===== src/rtl/sbs_pkg.sv =====
// Package: command encodings and sequencer states shared by the burst sequencer.
// Assumes command pins ordered {cs_n, ras_n, cas_n, we_n}.
package sbs_pkg;

    typedef enum logic [3:0] {
        CMD_NOP = 4'b0111,
        CMD_ACT = 4'b0011,
        CMD_RD  = 4'b0101,
        CMD_WR  = 4'b0100,
        CMD_PRE = 4'b0010
    } sd_cmd_e;

    typedef enum logic [2:0] {
        ST_IDLE,
        ST_RCD,
        ST_BURST,
        ST_WREC,
        ST_RP
    } seq_st_e;

endpackage


===== src/rtl/sbs_colgen.sv =====
// Module: burst column generator.
// Computes the column of beat k of a burst from the start column.
// Sequential order wraps inside the BL-aligned group; interleaved order XORs the beat index.
// Assumes BL is a power of two and at least 2.
module sbs_colgen #(
    parameter int COL_W = 9,
    parameter int BL    = 4,
    localparam int LBW  = $clog2(BL)
) (
    input  logic [COL_W-1:0] start_col,
    input  logic [LBW-1:0]   beat,
    input  logic             ilv,
    output logic [COL_W-1:0] col
);

    logic [LBW-1:0] low;

    // Low bits follow the selected burst order; upper bits are kept.
    always_comb begin
        if (ilv) low = start_col[LBW-1:0] ^ beat;
        else     low = start_col[LBW-1:0] + beat;
        col = {start_col[COL_W-1:LBW], low};
    end

endmodule


===== src/rtl/sbs_rd_align.sv =====
// Module: read return aligner.
// Delays each read slot (valid + column) by CL cycles, then registers the device data.
// A slot in cycle r therefore yields rd_valid in cycle r+CL+1.
// Assumes CL >= 1.
module sbs_rd_align #(
    parameter int CL    = 2,
    parameter int COL_W = 9,
    parameter int DW    = 32
) (
    input  logic             clk,
    input  logic             rst_n,
    input  logic             slot_vld,
    input  logic [COL_W-1:0] slot_col,
    input  logic [DW-1:0]    dq_in,
    output logic             rd_valid,
    output logic [DW-1:0]    rd_data,
    output logic [COL_W-1:0] rd_col
);

    logic             v_q [CL];
    logic [COL_W-1:0] c_q [CL];

    // Shift the slot markers along the CAS-latency delay line.
    always_ff @(posedge clk) begin
        if (!rst_n) begin
            for (int i = 0; i < CL; i++) begin
                v_q[i] <= 1'b0;
                c_q[i] <= '0;
            end
        end else begin
            for (int i = CL - 1; i > 0; i--) begin
                v_q[i] <= v_q[i-1];
                c_q[i] <= c_q[i-1];
            end
            v_q[0] <= slot_vld;
            c_q[0] <= slot_col;
        end
    end

    // Capture the device word when a delayed slot reaches the end.
    always_ff @(posedge clk) begin
        if (!rst_n) begin
            rd_valid <= 1'b0;
            rd_data  <= '0;
            rd_col   <= '0;
        end else begin
            rd_valid <= v_q[CL-1];
            if (v_q[CL-1]) begin
                rd_data <= dq_in;
                rd_col  <= c_q[CL-1];
            end
        end
    end

endmodule


===== src/rtl/sbs_fsm.sv =====
// Module: command sequencer state machine.
// Takes one request, issues ACTIVE, waits TRCD, issues READ/WRITE, runs BL beats,
// waits write recovery on writes, issues PRECHARGE, and waits TRP before going idle.
// All command and address outputs are registered. Assumes TRCD, TRP, TWR >= 1 and BL >= 2.
module sbs_fsm
    import sbs_pkg::*;
#(
    parameter int BA_W  = 2,
    parameter int ROW_W = 12,
    parameter int COL_W = 9,
    parameter int BL    = 4,
    parameter int TRCD  = 2,
    parameter int TRP   = 2,
    parameter int TWR   = 2,
    localparam int AW   = BA_W + ROW_W + COL_W,
    localparam int LBW  = $clog2(BL)
) (
    input  logic             clk,
    input  logic             rst_n,
    input  logic             req_valid,
    input  logic             req_write,
    input  logic [AW-1:0]    req_addr,
    output logic             req_ready,
    output sd_cmd_e          cmd,
    output logic [BA_W-1:0]  sd_ba,
    output logic [ROW_W-1:0] sd_a,
    output logic             wr_phase,
    output logic             rd_slot,
    output logic [LBW-1:0]   beat,
    output logic [COL_W-1:0] start_col
);

    localparam int M1   = (TRCD > BL) ? TRCD : BL;
    localparam int M2   = (TRP > TWR) ? TRP : TWR;
    localparam int MAXC = (M1 > M2) ? M1 : M2;
    localparam int CW   = $clog2(MAXC + 1);

    seq_st_e         st;
    logic [CW-1:0]   cnt;
    logic            wr_q;

    // Sequence the commands and count the wait and burst cycles.
    always_ff @(posedge clk) begin
        if (!rst_n) begin
            st        <= ST_IDLE;
            cnt       <= '0;
            cmd       <= CMD_NOP;
            sd_ba     <= '0;
            sd_a      <= '0;
            wr_q      <= 1'b0;
            start_col <= '0;
        end else begin
            cmd <= CMD_NOP;
            case (st)
                ST_IDLE: begin
                    if (req_valid) begin
                        cmd       <= CMD_ACT;
                        sd_ba     <= req_addr[AW-1 -: BA_W];
                        sd_a      <= req_addr[COL_W +: ROW_W];
                        start_col <= req_addr[COL_W-1:0];
                        wr_q      <= req_write;
                        cnt       <= CW'(TRCD - 1);
                        st        <= ST_RCD;
                    end
                end
                ST_RCD: begin
                    if (cnt == '0) begin
                        cmd  <= wr_q ? CMD_WR : CMD_RD;
                        sd_a <= ROW_W'(start_col);
                        cnt  <= CW'(BL - 1);
                        st   <= ST_BURST;
                    end else begin
                        cnt <= cnt - 1'b1;
                    end
                end
                ST_BURST: begin
                    if (cnt != '0) begin
                        cnt <= cnt - 1'b1;
                    end else if (wr_q && TWR > 1) begin
                        cnt <= CW'(TWR - 2);
                        st  <= ST_WREC;
                    end else begin
                        cmd  <= CMD_PRE;
                        sd_a <= '0;
                        cnt  <= CW'(TRP - 1);
                        st   <= ST_RP;
                    end
                end
                ST_WREC: begin
                    if (cnt == '0) begin
                        cmd  <= CMD_PRE;
                        sd_a <= '0;
                        cnt  <= CW'(TRP - 1);
                        st   <= ST_RP;
                    end else begin
                        cnt <= cnt - 1'b1;
                    end
                end
                ST_RP: begin
                    if (cnt == '0) st <= ST_IDLE;
                    else           cnt <= cnt - 1'b1;
                end
                default: st <= ST_IDLE;
            endcase
        end
    end

    // Decode the phase strobes and the beat index from the state.
    always_comb begin
        req_ready = (st == ST_IDLE);
        wr_phase  = (st == ST_BURST) && wr_q;
        rd_slot   = (st == ST_BURST) && !wr_q;
        beat      = LBW'(CW'(BL - 1) - cnt);
    end

endmodule


===== src/rtl/sdram_burst_seq.sv =====
// Module: SDRAM single-burst command sequencer (top).
// Maps a flat {bank,row,column} address onto ACTIVE / READ|WRITE / PRECHARGE, passes
// write data through during the write burst, and returns read data tagged with its column.
// Assumes the device mode register matches BL, CL and the burst order on burst_ilv.
module sdram_burst_seq
    import sbs_pkg::*;
#(
    parameter int DW    = 32,
    parameter int BA_W  = 2,
    parameter int ROW_W = 12,
    parameter int COL_W = 9,
    parameter int BL    = 4,
    parameter int CL    = 2,
    parameter int TRCD  = 2,
    parameter int TRP   = 2,
    parameter int TWR   = 2,
    localparam int AW   = BA_W + ROW_W + COL_W
) (
    input  logic             clk,
    input  logic             rst_n,
    input  logic             burst_ilv,
    input  logic             req_valid,
    input  logic             req_write,
    input  logic [AW-1:0]    req_addr,
    output logic             req_ready,
    input  logic [DW-1:0]    wr_data,
    output logic             wr_take,
    output logic             rd_valid,
    output logic [DW-1:0]    rd_data,
    output logic [COL_W-1:0] rd_col,
    output logic             sd_cs_n,
    output logic             sd_ras_n,
    output logic             sd_cas_n,
    output logic             sd_we_n,
    output logic [BA_W-1:0]  sd_ba,
    output logic [ROW_W-1:0] sd_a,
    output logic [DW-1:0]    sd_dq_out,
    output logic             sd_dq_oe,
    input  logic [DW-1:0]    sd_dq_in
);

    localparam int LBW = $clog2(BL);

    sd_cmd_e          cmd;
    logic             wr_phase;
    logic             rd_slot;
    logic [LBW-1:0]   beat;
    logic [COL_W-1:0] start_col;
    logic [COL_W-1:0] slot_col;

    sbs_fsm #(
        .BA_W(BA_W), .ROW_W(ROW_W), .COL_W(COL_W),
        .BL(BL), .TRCD(TRCD), .TRP(TRP), .TWR(TWR)
    ) u_fsm (
        .clk(clk), .rst_n(rst_n),
        .req_valid(req_valid), .req_write(req_write), .req_addr(req_addr),
        .req_ready(req_ready), .cmd(cmd), .sd_ba(sd_ba), .sd_a(sd_a),
        .wr_phase(wr_phase), .rd_slot(rd_slot), .beat(beat), .start_col(start_col)
    );

    sbs_colgen #(.COL_W(COL_W), .BL(BL)) u_col (
        .start_col(start_col), .beat(beat), .ilv(burst_ilv), .col(slot_col)
    );

    sbs_rd_align #(.CL(CL), .COL_W(COL_W), .DW(DW)) u_rd (
        .clk(clk), .rst_n(rst_n),
        .slot_vld(rd_slot), .slot_col(slot_col), .dq_in(sd_dq_in),
        .rd_valid(rd_valid), .rd_data(rd_data), .rd_col(rd_col)
    );

    // Drive the command pins and the write data path.
    always_comb begin
        {sd_cs_n, sd_ras_n, sd_cas_n, sd_we_n} = cmd;
        sd_dq_out = wr_data;
        sd_dq_oe  = wr_phase;
        wr_take   = wr_phase;
    end

endmodule


===== config.mk =====
export PLATFORM = sky130hd
export DESIGN_NAME = sdram_burst_seq
export DESIGN_NICKNAME = d
export VERILOG_FILES = /design/src/rtl/sbs_pkg.sv /design/src/rtl/sbs_colgen.sv /design/src/rtl/sbs_rd_align.sv /design/src/rtl/sbs_fsm.sv /design/src/rtl/sdram_burst_seq.sv
export SDC_FILE = /design/constraint.sdc
export NUM_CORES = 1
export LEC_CHECK = 0
export BUFFER_PORTS_ARGS = -buffer_cell sky130_fd_sc_hd__buf_4
export CAP_MARGIN = 20
export CELL_PAD_IN_SITES_DETAIL_PLACEMENT = 1
export CELL_PAD_IN_SITES_GLOBAL_PLACEMENT = 2
export CORE_UTILIZATION = 25
export DETAILED_ROUTE_END_ITERATION = 12
export PLACE_DENSITY = 0.86
export SLEW_MARGIN = 20
export SYNTH_ARGS = -nofsm -noshare
export SYNTH_HDL_FRONTEND = slang
export SYNTH_SLANG_ARGS = --single-unit

===== constraint.sdc =====
create_clock -name clk -period 2.85 [get_ports clk]
set_clock_uncertainty 0.1 [all_clocks]
set_input_delay 0.1425 -clock clk [delete_from_list [all_inputs] [get_ports clk]]
set_output_delay 0.1425 -clock clk [all_outputs]
set_load 0.1 [all_outputs]

Word level (Yosys, flattened, before mapping). Memories as Yosys holds them, arrays and structs flattened. A register that Yosys moved wholly into a read port is not among the register bits. Index checks and enable logic that the tools add are counted.

Add/subtract/negate cells: 3. Equal/unequal tests: 11. Mux-type cells: 33. Bitwise gates (word level): 5. Reductions and logical operators: 13.

Operators with widths (number): $mux W12 (5); $pmux W12 S4 (1); $mux W3 (13); $pmux W3 S5 (2); $mux W9 (2); $pmux W4 S4 (1); $mux W4 (2); $ne A2 B2 Y1 const B (4); $eq A3 B2 Y1 const B (2); $logic_not A3 Y1 (2); $mux W1 (6); $ne A2 B1 Y1 const B (3); $reduce_and A6 Y1 (1); $reduce_and A5 Y1 (1); $reduce_bool A5 Y1 (1); $or A1 B1 Y1 (4); $reduce_bool A4 Y1 (1); $eq A3 B1 Y1 const B (1); $eq A3 B3 Y1 const B (1); $reduce_and A3 Y1 (1); $reduce_bool A3 Y1 (1); $sub A3 B1 Y3 const B (1); $add A2 B2 Y2 (1); $logic_and A1 B1 Y1 (2); other kinds (5) (6).

Register bits: 67. Bits in writable memories: 20. Input bits: 92. Word-level logic and storage cells: 76. Memories: 2.

Memories: u_rd.c_q (words 2, bits a word 9, rd ports 2, clocked after Yosys merged registers in 1, write ports 2, line sbs_rd_align.sv:21) `logic [COL_W-1:0] c_q [CL];`; u_rd.v_q (words 2, bits a word 1, rd ports 2, clocked after Yosys merged registers in 0, write ports 2, line sbs_rd_align.sv:20) `logic v_q [CL];`.

Longest topological paths before layout. Gate-level depths: netlist of the first run.

Depth in word-level cells: 4. Gate-level depth with buffers: 8.

Modules after synthesis. Synthesis of the first run repeated with hierarchy kept, for this count alone.

Cells, all modules: 418. Area total of the unflattened synthesis: 4052.6 µm².

Modules (own cells, without submodules): sbs_rd_align (times used 1, cells an instance 176, area an instance 2155.8 µm², sequential area each 1241.2 µm²); sbs_fsm (times used 1, cells an instance 198, area an instance 1560.2 µm², sequential area each 660.6 µm²); sdram_burst_seq (times used 1, cells an instance 33, area an instance 247.7 µm², sequential area each 0.0 µm²); sbs_colgen (times used 1, cells an instance 11, area an instance 88.8 µm², sequential area each 0.0 µm²).

Worst setup path before layout of the first run. No wires, ideal clock.

Kind: register -> output. Start point: register u_fsm.st[0]. End point: output req_ready. Arrival: 2025 ps. Required time: 2608 ps. Slack: 582 ps. Stages on the path, launching flop included: 4. Buffers on the path: 1. Cell sequence: dfxtp_1 > buf_4 > or2_1 > nor2_1.

Word-level cells in the longest chain between the ends: 1.

RTL lines: from (decl) (line sbs_fsm.sv:38) `seq_st_e st;`; from (signal assigned) (line sbs_fsm.sv:45) `st <= ST_IDLE;`; from (signal assigned) (line sbs_fsm.sv:63) `st <= ST_RCD;`; from (signal assigned) (line sbs_fsm.sv:71) `st <= ST_BURST;`; $logic_not A3 Y1 (line sbs_fsm.sv:110) `req_ready = (st == ST_IDLE);`; to (decl) (line sdram_burst_seq.sv:25) `output logic req_ready,`.

Every way passes these cells.

Worst setup path after layout of the first run.
Start point: register u_fsm.st[1]. End point: register u_fsm.sd_a[2].

Word-level cells in the longest chain between the ends: 3. Elaborated cells between the ends (all ways): 12.

RTL lines: $eq A3 B2 Y1, or another cell as far along (line sbs_fsm.sv:54) `case (st)`; $ne A2 B2 Y1 (no source line), or another cell as far along; $reduce_and A6 Y1 (no source line); to (signal assigned) (line sbs_fsm.sv:59) `sd_a <= req_addr[COL_W +: ROW_W];`; to (signal assigned) (line sbs_fsm.sv:69) `sd_a <= ROW_W'(start_col);`; to (decl) (line sbs_fsm.sv:26) `output logic [ROW_W-1:0] sd_a,`.

Several ways; a longest one is shown, not always the timed one. A chain may end at the register's enable or synchronous reset.

==> metrics.txt, run 1 <==
status=finished clean; Routed Antenna Nets=0; area delta synth->final=37.5%; vias in the first global route=3,385; Nets=639; part of the Yosys area used for sequential elements=a little under half; crit path capture type=register; crit-path max cell delay=790 ps; starting density of the core=25.7%; Mapped Nets=around 520; final wirelength=approximately 11,000 um; PortBufs=121; post-cts hold buffer count=43; CTS Buffer Depth=2; CTS Root Cell=clkbuf_16; Final Hold Fails=0; fin crit period=2300 ps; Crit Path Class=reg2reg; Die H=between 100 and 150 um; most common cell after layout, fill and taps aside=buf_4; library cells used by synthesis=41; Worst-Margin Slew=731 ps; synthesized area=4100 um2; post-CTS setup buffer count=0; leak pwr=around 2.2 nW; mean routed wirelength per cell=14.9 um; Ports=around 190; GRT Total Usage=around 14%; CTS tree=built; DRC violations left=0; Worst EP arrival=2460 ps; Crit Path Max Fanout=23; Reg clk slew, reported paths=70 ps; drt pass-1 iters=4; FP Rows=46; TritonCTS Buffers=9; synthesized instance count=around 430; initial antenna violation count=0; most frequent cells in the layout=buf_4, dfxtp_1, nor2b_1, dlygate4sd3_1, mux2i_1; Detailed Place HPWL=7520 um; Final Cell Area=5640 um2; largest net degree at the start of global routing=59; Die ar.=16,900 um2; final weighted congestion in routability-driven placement=0.730; fin. max-slew vios=0; Max Fclk=436 MHz; worst skew pair latency=340 ps; Vias/cell=4.31; Worst EP required=3020 ps; crit path cell chain=nand2b_1 > a211oi_2 > o21ai_0 > a21boi_1; CP Launch Type=register; filler instances=roughly 1,800; Vias=3,296; Area after DPL=4920 um2; Mapped Avg Cell Area=9.61 um2; n_diodes=0; Max transition margin=51.2%; RSZ-0062 raised after global routing=false; GRT overflow=0; critical path's slowest cell=dfxtp_1; Ys Warns=0; post-cts resize count=0; PD cells=roughly 650 nW/um2; first-pass GRT wire length=approximately 17,000 um; Final setup viols=0; core area=15,900 um2; setup_tns=0 ps; Initial DRC Count=136; CTS HTree Levels=3; peak supply drop=0.291 mV; die outline width=130 um; fin crit share=80.5%; share of layout cells above drive strength 1=27.0%; worst hold path class=in2reg; # Max-Cap Violations=0; Seq cells post-synth=between 90 and 100; Clock Sinks=95
==> cell families (layout without fill, tap and decap cells) <==
family / Yosys count / after routing / share of synthesized area (%)
other: 1 / 1 / 0.0914
muxes: 41 / 41 / 10.0
AOI/OAI and AO/OA: 66 / 66 / 10.8
buffers and inverters: 68 / 189 / 10.5
xor gates and xnor gates: 3 / 3 / 0.640
and+or+nand+nor: 150 / 150 / 20.7
adders and majority gates: 3 / 3 / 0.915
DFF: 95 / 95 / 46.3
==> layer usage <==
layer	part of all wire, %	track usage, %
met1	44	16.1
met4	1.8	5.20
met3	6.5	4.14
met5	0	0
met2	47	22.9
==> final cells by class <==
type / instances / area, um2 / share of cell area [%]
flip-flops and latches: 95 / 1900 / 33.7
multi-input cells: 264 / 1770 / 31.4
repair buffers: 171 / 1390 / 24.7
well taps: 216 / 270 / 4.79
clock buffers: 9 / 225 / 3.99
clock inverters: 6 / 70.1 / 1.24
inverters: 3 / 11.3 / 0.200
==> where the power goes <==
| group | switching (mW) | internal, mW |
|---|---|---|
| logic | 0.625 | 0.310 |
| registers | 0.0788 | 1.41 |
| clock network | 0.543 | 0.684 |
==> worst max-delay path, delay by kind of cell (launching register included) <==
kind,cells,cell delay [ps]
AND/OR/NAND/NOR,1,260
AO/OA/AOI/OAI,3,1060
flip-flops,1,790
==> final timing paths <==
kind                        from            endpoint  slack [ps]  depth (start not counted)
hold / removal       req_addr[1]  u_fsm.start_col[1]           9                          3
hold reg to reg   u_rd.c_q[0][8]      u_rd.c_q[1][8]         340                          1
setup / recovery     u_fsm.st[1]       u_fsm.sd_a[2]         550                          4
setup reg to reg     u_fsm.st[1]       u_fsm.sd_a[2]         550                          4
==> per-stage QoR <==
step           power, mW  hold slack [ps]  utilization, %  std cells  worst slack, ps
6_report            3.66             9.07            35.4        764              554
2_1_floorplan       2.41              177               -        427              582
4_1_cts             3.71             4.31            35.4        764              580
5_1_grt             3.84            0.271            35.4        764              306
3_5_place_dp        2.41              186            30.8        706              614
3_3_place_gp        2.39              186            30.8        706              737
==> flip-flops by register name (all words and copies together), names as in the netlist <==
name,count
u_rd.v_q,2
u_fsm.cmd,3
u_fsm.st,3
u_rd.rd_data,32
u_fsm.cnt,3
u_rd.c_q,18
u_fsm.start_col,9
u_rd.rd_valid,1
u_rd.rd_col,9
u_fsm.sd_a,12
u_fsm.wr_q,1
u_fsm.sd_ba,2
==> cells in the mapped netlist <==
| cell type | count | area [um2] |
|---|---|---|
| o21ai_0 | 14 | 70.1 |
| ha_1 | 3 | 37.5 |
| a211oi_2 | 1 | 12.5 |
| inv_2 | 1 | 3.75 |
| and4bb_1 | 1 | 12.5 |
| a311o_1 | 1 | 10.0 |
| o211ai_1 | 3 | 22.5 |
| a211o_1 | 3 | 26.3 |
| nand3b_1 | 9 | 67.6 |
| nor2_1 | 5 | 18.8 |
| or2_1 | 1 | 6.26 |
| nor3_2 | 1 | 10.0 |
| nor2b_1 | 45 | 282 |
| a21boi_0 | 13 | 97.6 |
| clkbuf_1 | 10 | 37.5 |
| buf_2 | 15 | 75.1 |
| xnor2_1 | 2 | 17.5 |
| a311oi_1 | 2 | 17.5 |
| nor3_1 | 3 | 15.0 |
| a21boi_1 | 11 | 82.6 |
| mux2i_1 | 41 | 410 |
| a31oi_1 | 1 | 6.26 |
| dfxtp_1 | 95 | 1900 |
| buf_4 | 38 | 285 |
| or3_1 | 1 | 6.26 |
| or4_1 | 1 | 7.51 |
| a22oi_1 | 2 | 15.0 |
| xor2_1 | 1 | 8.76 |
| nand2b_1 | 15 | 93.8 |
| inv_1 | 2 | 7.51 |
| o31ai_1 | 1 | 7.51 |
| a221oi_1 | 1 | 8.76 |
| buf_6 | 2 | 22.5 |
| and3_1 | 1 | 6.26 |
| nand3_1 | 15 | 75.1 |
| a21oi_1 | 12 | 60.1 |
| a211oi_1 | 1 | 7.51 |
| and2_1 | 20 | 125 |
| nand2_1 | 31 | 116 |
| conb_1 | 1 | 3.75 |
| nor2_2 | 1 | 6.26 |
No activity file was read; power rests on OpenSTA's default activity.
==> run 2, diff against run 1 <==
--- a/config.mk
+++ b/config.mk
@@ -5,13 +5,14 @@
 export SDC_FILE = /design/constraint.sdc
 export NUM_CORES = 1
 export LEC_CHECK = 0
+export ABC_AREA = 1
 export BUFFER_PORTS_ARGS = -buffer_cell sky130_fd_sc_hd__buf_4
 export CAP_MARGIN = 20
 export CELL_PAD_IN_SITES_DETAIL_PLACEMENT = 1
 export CELL_PAD_IN_SITES_GLOBAL_PLACEMENT = 2
-export CORE_UTILIZATION = 25
+export CORE_UTILIZATION = 24
 export DETAILED_ROUTE_END_ITERATION = 12
-export PLACE_DENSITY = 0.86
+export PLACE_DENSITY = 0.9
 export SLEW_MARGIN = 20
 export SYNTH_ARGS = -nofsm -noshare
 export SYNTH_HDL_FRONTEND = slang
==> constraint.sdc (replaced) <==
create_clock -name clk -period 2.3 [get_ports clk]
set_clock_uncertainty 0.1 [all_clocks]
set_input_delay 0.115 -clock clk [delete_from_list [all_inputs] [get_ports clk]]
set_output_delay 0.115 -clock clk [all_outputs]
set_load 0.1 [all_outputs]
==> metrics.txt, run 2 <==
Routed Antenna Nets=0 (unchanged); Worst EP required=2090 ps (-930 ps); placed insts=837 (+19%); switching pwr=3.47 mW (+180%); # Max-Cap Violations=0 (unchanged); Nets=772 (+21%); largest net degree at the start of global routing=43 (-27%); synthesized instance count=551 (+29%); Largest register FFs=32 (unchanged); CTS HTree Levels=3 (unchanged); TritonCTS Buffers=9 (unchanged); Synth area leaders=dfxtp_1, nor2_1, buf_4; worst skew pair latency=350 ps (about the same); Largest regs=u_rd.rd_data (32), u_rd.c_q (18), u_fsm.sd_a (12); synthesized area=4060 um2 (-0.98%); GRT overflow=0 (unchanged); cell taking the most area after synthesis=dfxtp_1; most common cell in the netlist=nor2_1; fin crit share=86.2%; most frequent cells in the layout=nor2_1, buf_4, dfxtp_1, nand2_1, inv_1; most common cell after layout, fill and taps aside=nor2_1; power share of the combinational group=48.9% (+23 points); status=finished clean; crit-path max cell delay=650 ps (-140 ps); area share of the largest cell type after synthesis=46.8% (+0.46 points); CP Launch Type=register; DRC violations left=0 (unchanged); P_int=3.65 mW (+52%); final weighted congestion in routability-driven placement=0.779 (+6.8%); mean routed wirelength per cell=12.9 um (-13%); final wirelength=11,600 um (+2.5%); Final setup viols=0 (unchanged); Non-Filler Instances=902 (+18%); FP Rows=47 (+2.2%); Die H=132 um (+1.5%); setup_tns=0 ps (unchanged); RSZ-0062 raised after global routing=false; Synth Flop Type=dfxtp_1; initial antenna violation count=0 (unchanged); Max Fclk=504 MHz; Mapped Avg Cell Area=7.38 um2 (-23%); Post-synth EDFFs=0 (unchanged); Largest Register=u_rd.rd_data; library cells used by synthesis=29 (-29%); n_diodes=0 (unchanged); crit path cell chain=nand2_1 > nor2_2 > buf_4; die outline width=132 um (+1.5%); worst hold path class=in2reg; Clk pwr share=20.1% (-14 points); fin. max-slew vios=0 (unchanged); CTS tree=built; PortBufs=121 (unchanged); crit path capture type=output pin; Final Hold Fails=0 (unchanged); Ys Warns=0 (unchanged); Vias=3,753 (+14%); post-CTS setup buffer count=0 (unchanged); GRT Total Usage=13.8% (+0.28 points); starting density of the core=24.5% (-1.2 points); peak supply drop=0.934 mV (+220%); Crit Path Class=reg2out; Max transition margin=65.4% (+14 points); Ports=187 (unchanged); Die ar.=17,500 um2 (+3.1%); critical path's slowest cell=dfxtp_1; register share of total power=31.1% (-9.7 points); CTS Root Cell=clkbuf_16; Worst EP arrival=1770 ps (-690 ps); WP buf/inv=1 (+1); leak pwr=2.83 nW (+28%); vias in the first global route=3,761 (+11%); drt pass-1 iters=4 (unchanged); CTS Buffer Depth=2 (unchanged); Sw Share=48.7% (+15 points); Crit Path Max Fanout=8 (-65%); CP delay by family, top=flip-flops; Clock Sinks=95 (unchanged); area delta synth->final=38.9%; PD cells=1260 nW/um2 (+95%); Vias/cell=4.16 (-3.6%); part of the Yosys area used for sequential elements=46.8% (+0.46 points); Reg clk slew, reported paths=70 ps (about the same); Initial DRC Count=101 (-26%); Post-synth top cells=nor2_1, dfxtp_1, nand2_1, inv_1, o21ai_0; fin crit period=slightly below 2000 ps; share of layout cells above drive strength 1=24.2% (-2.8 points); Worst-Margin Slew=518 ps (-213 ps); Mapped Nets=646 (+24%); Detailed Place HPWL=7430 um (-1.2%); core area=16,600 um2 (+4.0%); Seq cells post-synth=95 (unchanged); Post-synth ARST share=0% (unchanged); first-pass GRT wire length=19,300 um (+11%)
run 2: cell type report:
class / instances / area [um2]
clock buffers: 10 / 229
clock inverters: 6 / 45.0
fillers: 2043 / 10900
inverters: 57 / 219
multi-input cells: 337 / 1530
flip-flops and latches: 95 / 1900
well taps: 220 / 275
repair buffers: 177 / 1450
run 2: worst reg2reg max path, delay by kind of cell, from the launching register on:
family          cells  cell delay (ps)
simple gates        3              270
flops               1              650
compound gates      1               60
buf+inv             2              620
run 2: power by group through the flow:
stage          logic, mW  clock network [mW]  registers (mW)
6_report            3.48                1.43            2.21
5_1_grt             3.79                1.56            2.25
4_1_cts             3.51                1.49            2.21
3_5_place_dp        3.41                   0            2.24
3_3_place_gp        3.40                   0            2.24
2_1_floorplan       2.06                   0            3.21
run 2: worst paths after layout:
check / start / end / cells after the start / slack [ps]
worst min register to register: u_rd.c_q[0][0] / u_rd.c_q[1][0] / 2 / 320
worst max register to register: u_fsm.st[1] / u_fsm.sd_ba[0] / 6 / 480
worst min-delay path: req_addr[19] / u_fsm.sd_a[10] / 5 / 20
worst max-delay path: u_fsm.st[1] / sd_dq_oe / 3 / 320
run 2: metal layers:
metal	vias up	share of wire (%)	track usage (%)
met1	1716	48	17.3
met5	-	0	0
met4	0	1.5	5.10
met2	111	45	23.1
met3	15	5.6	3.23
li1	1911	-	-
run 2: repair_timing:
action | in CTS | in global routing
gates resized for setup | 0 | 0
endpoints found under the hold margin | 47 | 0
hold buffers | 49 | 0
run 2: per-stage QoR:
step                      util (%)  area [um2]  hold WS, ps  worst slack, ps  power, mW
after floorplan                  -        4070          150              103       5.27
after global placement        29.4        4880          131              528       5.64
after detailed placement      29.4        4880          131              494       5.66
after CTS                     34.1        5650         3.16              294       7.21
after global routing          34.1        5650         38.0              211       7.61
final                         34.1        5650         15.4              318       7.12
run 2: cell families after synthesis:
kind of cell,Yosys count,synth area share (%)
buf+inv,119,15.7
other cells,1,0.0923
simple gates,253,26.3
xor+xnor,1,0.216
compound gates,79,9.94
fa+ha+maj,3,0.924
flops,95,46.8
